<file path="src/rtl/cos_pkg.sv">
package cos_pkg;
  localparam int          ADDR_W   = 3;
  localparam int          DATA_W   = 8;
  localparam int          HOLE_IDX = 3;
  localparam logic [2:0]  STAT_OFF = 3'd7;
  localparam logic [2:0]  HOLE_OFF = 3'd3;

  // byte offset of a group: offsets below the hole map 1:1, the rest shift up
  function automatic logic [ADDR_W-1:0] grp_off(input int g);
    return (g < HOLE_IDX) ? ADDR_W'(g) : ADDR_W'(g + 1);
  endfunction
endpackage

</file>
<file path="src/rtl/cos_sync.sv">
module cos_sync #(
  parameter int W      = 48,
  parameter int STAGES = 2
) (
  input  logic         clk_i,
  input  logic         rst_ni,
  input  logic [W-1:0] d_i,
  output logic [W-1:0] q_o
);
  logic [W-1:0] stg_q [STAGES];

  for (genvar s = 0; s < STAGES; s++) begin : g_stg
    if (s == 0) begin : g_first
      always_ff @(posedge clk_i or negedge rst_ni)
        if (!rst_ni) stg_q[s] <= '0;
        else         stg_q[s] <= d_i;
    end else begin : g_next
      always_ff @(posedge clk_i or negedge rst_ni)
        if (!rst_ni) stg_q[s] <= '0;
        else         stg_q[s] <= stg_q[s-1];
    end
  end

  assign q_o = stg_q[STAGES-1];
endmodule

</file>
<file path="src/rtl/cos_grp_det.sv">
module cos_grp_det #(
  parameter int GRP_W = 8
) (
  input  logic             clk_i,
  input  logic             rst_ni,
  input  logic [GRP_W-1:0] smp_i,
  input  logic             en_i,
  input  logic             ack_i,
  output logic             edge_o,
  output logic             flag_o
);
  logic [GRP_W-1:0] prev_q;
  logic             flag_q;

  always_ff @(posedge clk_i or negedge rst_ni)
    if (!rst_ni) prev_q <= '0;
    else         prev_q <= smp_i;

  assign edge_o = |(smp_i ^ prev_q);

  // en_i is the post-write enable, so disabling clears the flag on the write edge
  always_ff @(posedge clk_i or negedge rst_ni)
    if (!rst_ni) flag_q <= 1'b0;
    else         flag_q <= en_i & ((flag_q & ~ack_i) | edge_o);

  assign flag_o = flag_q;
endmodule

</file>
<file path="src/rtl/cos_rd_mux.sv">
module cos_rd_mux
  import cos_pkg::*;
#(
  parameter int NUM_GRP = 6,
  parameter int GRP_W   = 8
) (
  input  logic [ADDR_W-1:0]        addr_i,
  input  logic [NUM_GRP*GRP_W-1:0] smp_i,
  input  logic [NUM_GRP-1:0]       flags_i,
  input  logic                     pend_i,
  output logic [DATA_W-1:0]        rdata_o
);
  always_comb begin
    rdata_o = '0;
    if (addr_i == STAT_OFF) begin
      rdata_o[NUM_GRP-1:0] = flags_i;
      rdata_o[NUM_GRP]     = ~pend_i;
    end else begin
      for (int g = 0; g < NUM_GRP; g++)
        if (addr_i == grp_off(g)) rdata_o[GRP_W-1:0] = smp_i[g*GRP_W +: GRP_W];
    end
  end
endmodule

</file>
<file path="src/rtl/cos_irq_ctrl.sv">
module cos_irq_ctrl
  import cos_pkg::*;
#(
  parameter int NUM_GRP     = 6,
  parameter int GRP_W       = 8,
  parameter int SYNC_STAGES = 2
) (
  input  logic                     clk_i,
  input  logic                     rst_ni,
  input  logic [NUM_GRP*GRP_W-1:0] lines_i,
  input  logic [ADDR_W-1:0]        addr_i,
  input  logic                     rd_i,
  input  logic                     wr_i,
  input  logic [DATA_W-1:0]        wdata_i,
  output logic [DATA_W-1:0]        rdata_o,
  output logic                     irq_o
);
  localparam int N_LINES = NUM_GRP * GRP_W;

  logic [N_LINES-1:0] smp;
  logic [NUM_GRP-1:0] en_q, en_d, flags, grp_edge;
  logic               wr_en, ack;

  cos_sync #(.W(N_LINES), .STAGES(SYNC_STAGES)) u_sync (
    .clk_i (clk_i),
    .rst_ni(rst_ni),
    .d_i   (lines_i),
    .q_o   (smp)
  );

  assign wr_en = wr_i && (addr_i == STAT_OFF);
  assign ack   = rd_i && (addr_i == STAT_OFF);
  assign en_d  = wr_en ? wdata_i[NUM_GRP-1:0] : en_q;

  always_ff @(posedge clk_i or negedge rst_ni)
    if (!rst_ni) en_q <= '0;
    else         en_q <= en_d;

  for (genvar g = 0; g < NUM_GRP; g++) begin : g_grp
    cos_grp_det #(.GRP_W(GRP_W)) u_det (
      .clk_i (clk_i),
      .rst_ni(rst_ni),
      .smp_i (smp[g*GRP_W +: GRP_W]),
      .en_i  (en_d[g]),
      .ack_i (ack),
      .edge_o(grp_edge[g]),
      .flag_o(flags[g])
    );
  end

  assign irq_o = |flags;

  cos_rd_mux #(.NUM_GRP(NUM_GRP), .GRP_W(GRP_W)) u_rd (
    .addr_i (addr_i),
    .smp_i  (smp),
    .flags_i(flags),
    .pend_i (irq_o),
    .rdata_o(rdata_o)
  );
endmodule

</file>
<file path="config.mk">
export PLATFORM = sky130hd
export DESIGN_NAME = cos_irq_ctrl
export DESIGN_NICKNAME = d
export VERILOG_FILES = /design/src/rtl/cos_pkg.sv /design/src/rtl/cos_sync.sv /design/src/rtl/cos_grp_det.sv /design/src/rtl/cos_rd_mux.sv /design/src/rtl/cos_irq_ctrl.sv
export SDC_FILE = /design/constraint.sdc
export NUM_CORES = 1
export LEC_CHECK = 0
export BUFFER_PORTS_ARGS = -buffer_cell sky130_fd_sc_hd__buf_2
export CAP_MARGIN = 20
export CELL_PAD_IN_SITES_DETAIL_PLACEMENT = 0
export CELL_PAD_IN_SITES_GLOBAL_PLACEMENT = 1
export CORE_UTILIZATION = 47
export DETAILED_ROUTE_END_ITERATION = 8
export GPL_ROUTABILITY_DRIVEN = 0
export GPL_TIMING_DRIVEN = 0
export PLACE_DENSITY_LB_ADDON = 0.1
export SYNTH_ARGS = -nofsm -noshare
export SYNTH_HDL_FRONTEND = slang
export SYNTH_SLANG_ARGS = --single-unit
</file>
<file path="constraint.sdc">
create_clock -name clk_i -period 1.8 [get_ports clk_i]
set_clock_uncertainty 0.15 [all_clocks]
set_input_delay 0.18 -clock clk_i [delete_from_list [all_inputs] [get_ports clk_i]]
set_output_delay 0.18 -clock clk_i [all_outputs]
set_load 0.01 [all_outputs]
</file>
# == Yosys cells after proc, flatten, opt, wreduce, memory -nomap -nowiden ==
# Index checks and enable logic that the tools add are counted.
# totals
ff_bits,156
input_bits,63
output_inout_bits,9
word_cells,66
# op_classes
n_eq_ne,6
n_mux,9
bitwise_logic,26
n_reduce_logical,10
# op_table
cell,n
$mux W8,6
$reduce_or A8 Y1,6
$xor A8 B8 Y8,6
$and A1 B1 Y1,12
$eq A3 B3 Y1 const B,4
$mux W7,1
$mux W6,1
$or A1 B1 Y1,6
$reduce_or A6 Y1,1
$eq A3 B1 Y1 const B,1
$eq A3 B2 Y1 const B,1
$logic_not A3 Y1,1
$logic_and A1 B1 Y1,2
$not A1 Y1,2
$mux W1,1

# == Longest topological paths before layout ==
# logic_depth
word_depth,8
depth_mapped,5
ltp_nobuf,3

# == By module ==
# Synthesis repeated with hierarchy kept, for this count alone.
# hier_totals
cells_unflattened,365
hier_area_um2,5585.4
# modules_own_cells
module,n_inst,cells_each,area_each_um2
cos_sync,1,144,2762.6
cos_grp_det,6,23,340.3
cos_rd_mux,1,66,518.0
cos_irq_ctrl,1,17,262.8

# == Least setup slack after synthesis ==
# No wires, ideal clock.
# synth_path
kind,input -> output
start,input addr_i[1]
end,output rdata_o[7]
t_arrival_ps,1169
t_required_ps,1470
path_slack_ps,301
stages,5
cell_sequence,buf_2 buf_4 mux2_1 a22oi_1 a21oi_1
# synth_via
elab_chain_len,8
# synth_lines
element,line,source
"start, declared",cos_irq_ctrl.sv:11,"input logic [ADDR_W-1:0] addr_i,"
$logic_not A3 Y1,cos_rd_mux.sv:20,if (addr_i == grp_off(g)) rdata_o[GRP_W-1:0] = smp_i[g*GRP_W +: GRP_W];
$mux W8 (6 in series),cos_rd_mux.sv:20,
$mux W1 *,cos_rd_mux.sv:15,if (addr_i == STAT_OFF) begin
"end, declared",cos_irq_ctrl.sv:15,"output logic [DATA_W-1:0] rdata_o,"
# Every way passes the cells marked *; elsewhere a longest branch is shown, timed or not.

# == Worst setup path in the final report ==
# layout_path
start,register g_grp[3].u_det.flag_q
end,output rdata_o[3]
# layout_via
elab_chain_len,1
# layout_lines
element,line,source
"start, declared",cos_grp_det.sv:13,logic flag_q;
"start signal, assigned",cos_grp_det.sv:24,else flag_q <= en_i & ((flag_q & ~ack_i) | edge_o);
$mux W7,cos_rd_mux.sv:15,
# No other way between the ends.

==> results.py <==
metrics = {
    "timing": {
        "finalCritPeriodShare_pct": 123,
        "setup_ws_ps": -408,
        "fin_crit_ps": 2210,
        "maxSlewHeadroom_pct": 56.0,
        "rsz0062_at_grt": "true",
        "setup_viol": 9,
        "fmax_mhz": 453,
        "tightest_slew_ps": 660,
        "maxSlewViolCount": 0,
        "final_hold_viol_count": 0,
        "tns_ps": -2690,
    },
    "finish": {
        "n_fill_cell": 725,
        "final_nets": 526,
        "diodes": 0,
        "final_cell_mix": "155 x dfrtp_1, 63 x buf_2, 61 x dlygate4sd3_1",
        "final_core_util_pct": 69.3,
        "ff_latch_area_mm2": 0.00391,
        "drive_gt1_share_pct": 33.8,
        "final_common_cell": "dfrtp_1",
        "multiInputGateArea_mm2": 0.00129,
        "area_growth_pct": 41.0,
    },
    "synth": {
        "synth_fp_nets": 354,
        "synth-seq-cells": 156,
        "syn_area_mm2": 0.00514,
        "synthTopCellsByArea": "dfrtp_1 76%, xnor2_1 6.1%, mux2_1 4.8%",
        "synth_edf_count": 0,
        "yosysTopAreaCellShare_pct": 75.9,
        "syn_inst": 291,
        "synthFlopType": "dfrtp_1",
        "synth_top_area_cell": "dfrtp_1",
        "synth_area_per_cell_um2": 17.7,
        "synthArstFlopShare_pct": 100,
        "ys_types": 29,
        "yosysSeqAreaShare_pct": 75.9,
        "ys.warnings.count": 0,
    },
    "critical_path": {
        "cp_max_fo": 3,
        "critPathRequiredTime_ps": 1470,
        "rr_startpoint": "en_q[0]$_DFF_PN0_",
        "crit_path_end_kind": "primary output",
        "start_kind": "register",
        "rr_endpoint": "en_q[0]$_DFF_PN0_",
        "arrival_ps": 1880,
        "regToRegSetupSlack_ps": 290,
        "critical_path_class": "register to primary output",
        "r2r_cells": 2,
    },
    "run": {
        "drv_cap": 0,
    },
    "placement": {
        "dp_hpwl_mm": 5.91,
        "io_buffers": 67,
    },
    "clock_tree": {
        "cts_tree": "yes",
        "path_clk_slew_ps": 60,
        "cts_inserted_buffers": 17,
        "cts_sinks": 156,
        "cts_root_buffer": "clkbuf_8",
        "clock_path_buffers": 2,
        "htree_levels": 4,
        "clock_latency_ps": 520,
    },
    "pwr": {
        "total_power_uw": 8520,
        "peakVddDrop_mv": 1.36,
        "leakage_uw": 0.00325,
        "p_per_area_mw_per_mm2": 1170,
    },
    "die": {
        "fp.dieW_um": 107,
        "core_mm2": 0.0105,
        "fp-row-count": 37,
        "initial_utilization_pct": 49.2,
        "die_h_um": 107,
        "design.die.area_mm2": 0.0114,
        "io_pins": 72,
    },
    "status": {
        "run_status": "finished, violations left",
        "violations": "setup timing",
    },
    "route": {
        "routed_wl_mm": 9.82,
        "final_antenna_net_count": 0,
        "drt_first_iter_violations": 89,
        "routedWlPerCell_um": 16.1,
        "drt_pre_antenna_iters": 4,
        "vias": 2842,
        "vias_per_cell": 4.64,
        "route.detailed.drc": 0,
    },
    "hold_path": {
        "min_path_type": "input port to asynchronous set/reset pin",
    },
    "grt": {
        "track_usage_pct": 19.4,
        "grt_pass1_wl_mm": 15.7,
        "grt_overflow_total": 0,
        "grt_pass1_vias": 2984,
        "grt_max_degree": 107,
        "antenna_found_initial": 0,
    },
}
==> sequential cells by signal (all words and copies together) (netlist names) <==
signal              flops
en_q                    6
g_grp.u_det.flag_o      6
g_grp.u_det.prev_q     48
u_sync.q_o             48
u_sync.stg_q           48
==> metrics by stage <==
| step | instance area, um^2 | cells | setup WS (ps) | hold slack, ps |
|---|---|---|---|---|
| 2_1_floorplan | 5140 | 291 | 301 | -266 |
| 3_3_place_gp | 5650 | 494 | -1740 | 137 |
| 3_5_place_dp | 5680 | 495 | -107 | -6.26 |
| 4_1_cts | 7200 | 608 | -420 | 0.267 |
| 5_1_grt | 7250 | 612 | -452 | 28.7 |
| 6_report | 7250 | 612 | -408 | 5.07 |
==> power by group <==
group | total (uW) | internal (uW) | leakage (uW) | switching (uW)
combinational | 806 | 486 | 0.00112 | 320
clock | 3850 | 2420 | 0.000307 | 1430
sequential | 3860 | 3730 | 0.00182 | 131
total | 8520 | 6640 | 0.00325 | 1880
==> worst max-delay path, stage by stage (launching register included) <==
cell,delay (ps)
dfrtp_1,430
mux2_4,290
mux4_2,500
buf_6,140
==> how the worst max path moves through the flow <==
| stage | depth (start not counted) | endpoint | slack [ps] | start |
|---|---|---|---|---|
| after floorplan | 5 | rdata_o[7] | 300 | addr_i[1] |
| final | 3 | rdata_o[3] | -410 | g_grp[3].u_det.flag_o$_DFF_PN0_ |
| after global placement | 1 | u_sync.stg_q[56]$_DFF_PN0_ | -1740 | rst_ni |
| after global routing | 4 | rdata_o[6] | -450 | g_grp[5].u_det.flag_o$_DFF_PN0_ |
| after detailed placement | 6 | rdata_o[7] | -110 | addr_i[1] |
| after CTS | 3 | rdata_o[0] | -420 | u_sync.q_o[24]$_DFF_PN0_ |
==> timing repair <==
action / 4_1_cts / 5_1_grt
gates cloned: 0 / 0
endpoints found under the setup margin: 9 / 9
pin swaps: 1 / 0
endpoints found under the hold margin: 216 / 0
buffers inserted: 20 / 4
hold buffers: 61 / 0
resized for setup: 25 / 6
==> layout make-up <==
cell class / instances / area share [%]
Sequential cell: 156 / 53.8
Timing Repair Buffer: 153 / 16.4
Tap cell: 136 / 2.35
Multi-Input combinational cell: 128 / 17.8
Clock inverter: 15 / 3.26
Clock buffer: 17 / 5.71
Inverter: 1 / 0.0518
Buffer: 6 / 0.604
==> cell families (layout without fill, tap and decap cells) <==
| family | Yosys count | count (layout) | share of synthesized area, % |
|---|---|---|---|
| compound gates | 22 | 22 | 3.45 |
| flops | 156 | 156 | 75.9 |
| xor+xnor | 48 | 48 | 8.18 |
| buf+inv | 7 | 192 | 0.924 |
| simple gates | 26 | 26 | 3.46 |
| mux | 32 | 32 | 8.08 |
==> synthesized netlist by cell type, types with 2 or more instances <==
| cell | n |
|---|---|
| mux2_2 | 4 |
| nand4_1 | 7 |
| mux4_2 | 5 |
| a211o_1 | 6 |
| xor2_1 | 12 |
| nand2_1 | 7 |
| buf_2 | 2 |
| a221oi_1 | 2 |
| xnor2_1 | 36 |
| mux2_1 | 22 |
| a22oi_1 | 2 |
| nor2b_1 | 6 |
| nand4_4 | 2 |
| buf_6 | 2 |
| a21oi_1 | 2 |
| dfrtp_1 | 156 |
| o31a_1 | 6 |
==> routing by layer <==
layer | vias up | part of all wire (%) | global-route usage (%)
met5 | - | 0 | 0
met4 | 0 | 1.3 | 7.34
met3 | 12 | 3.6 | 5.47
met2 | 61 | 47 | 29.6
met1 | 1418 | 48 | 26.6
li1 | 1351 | - | -
Power figures use the tool's default switching activity.
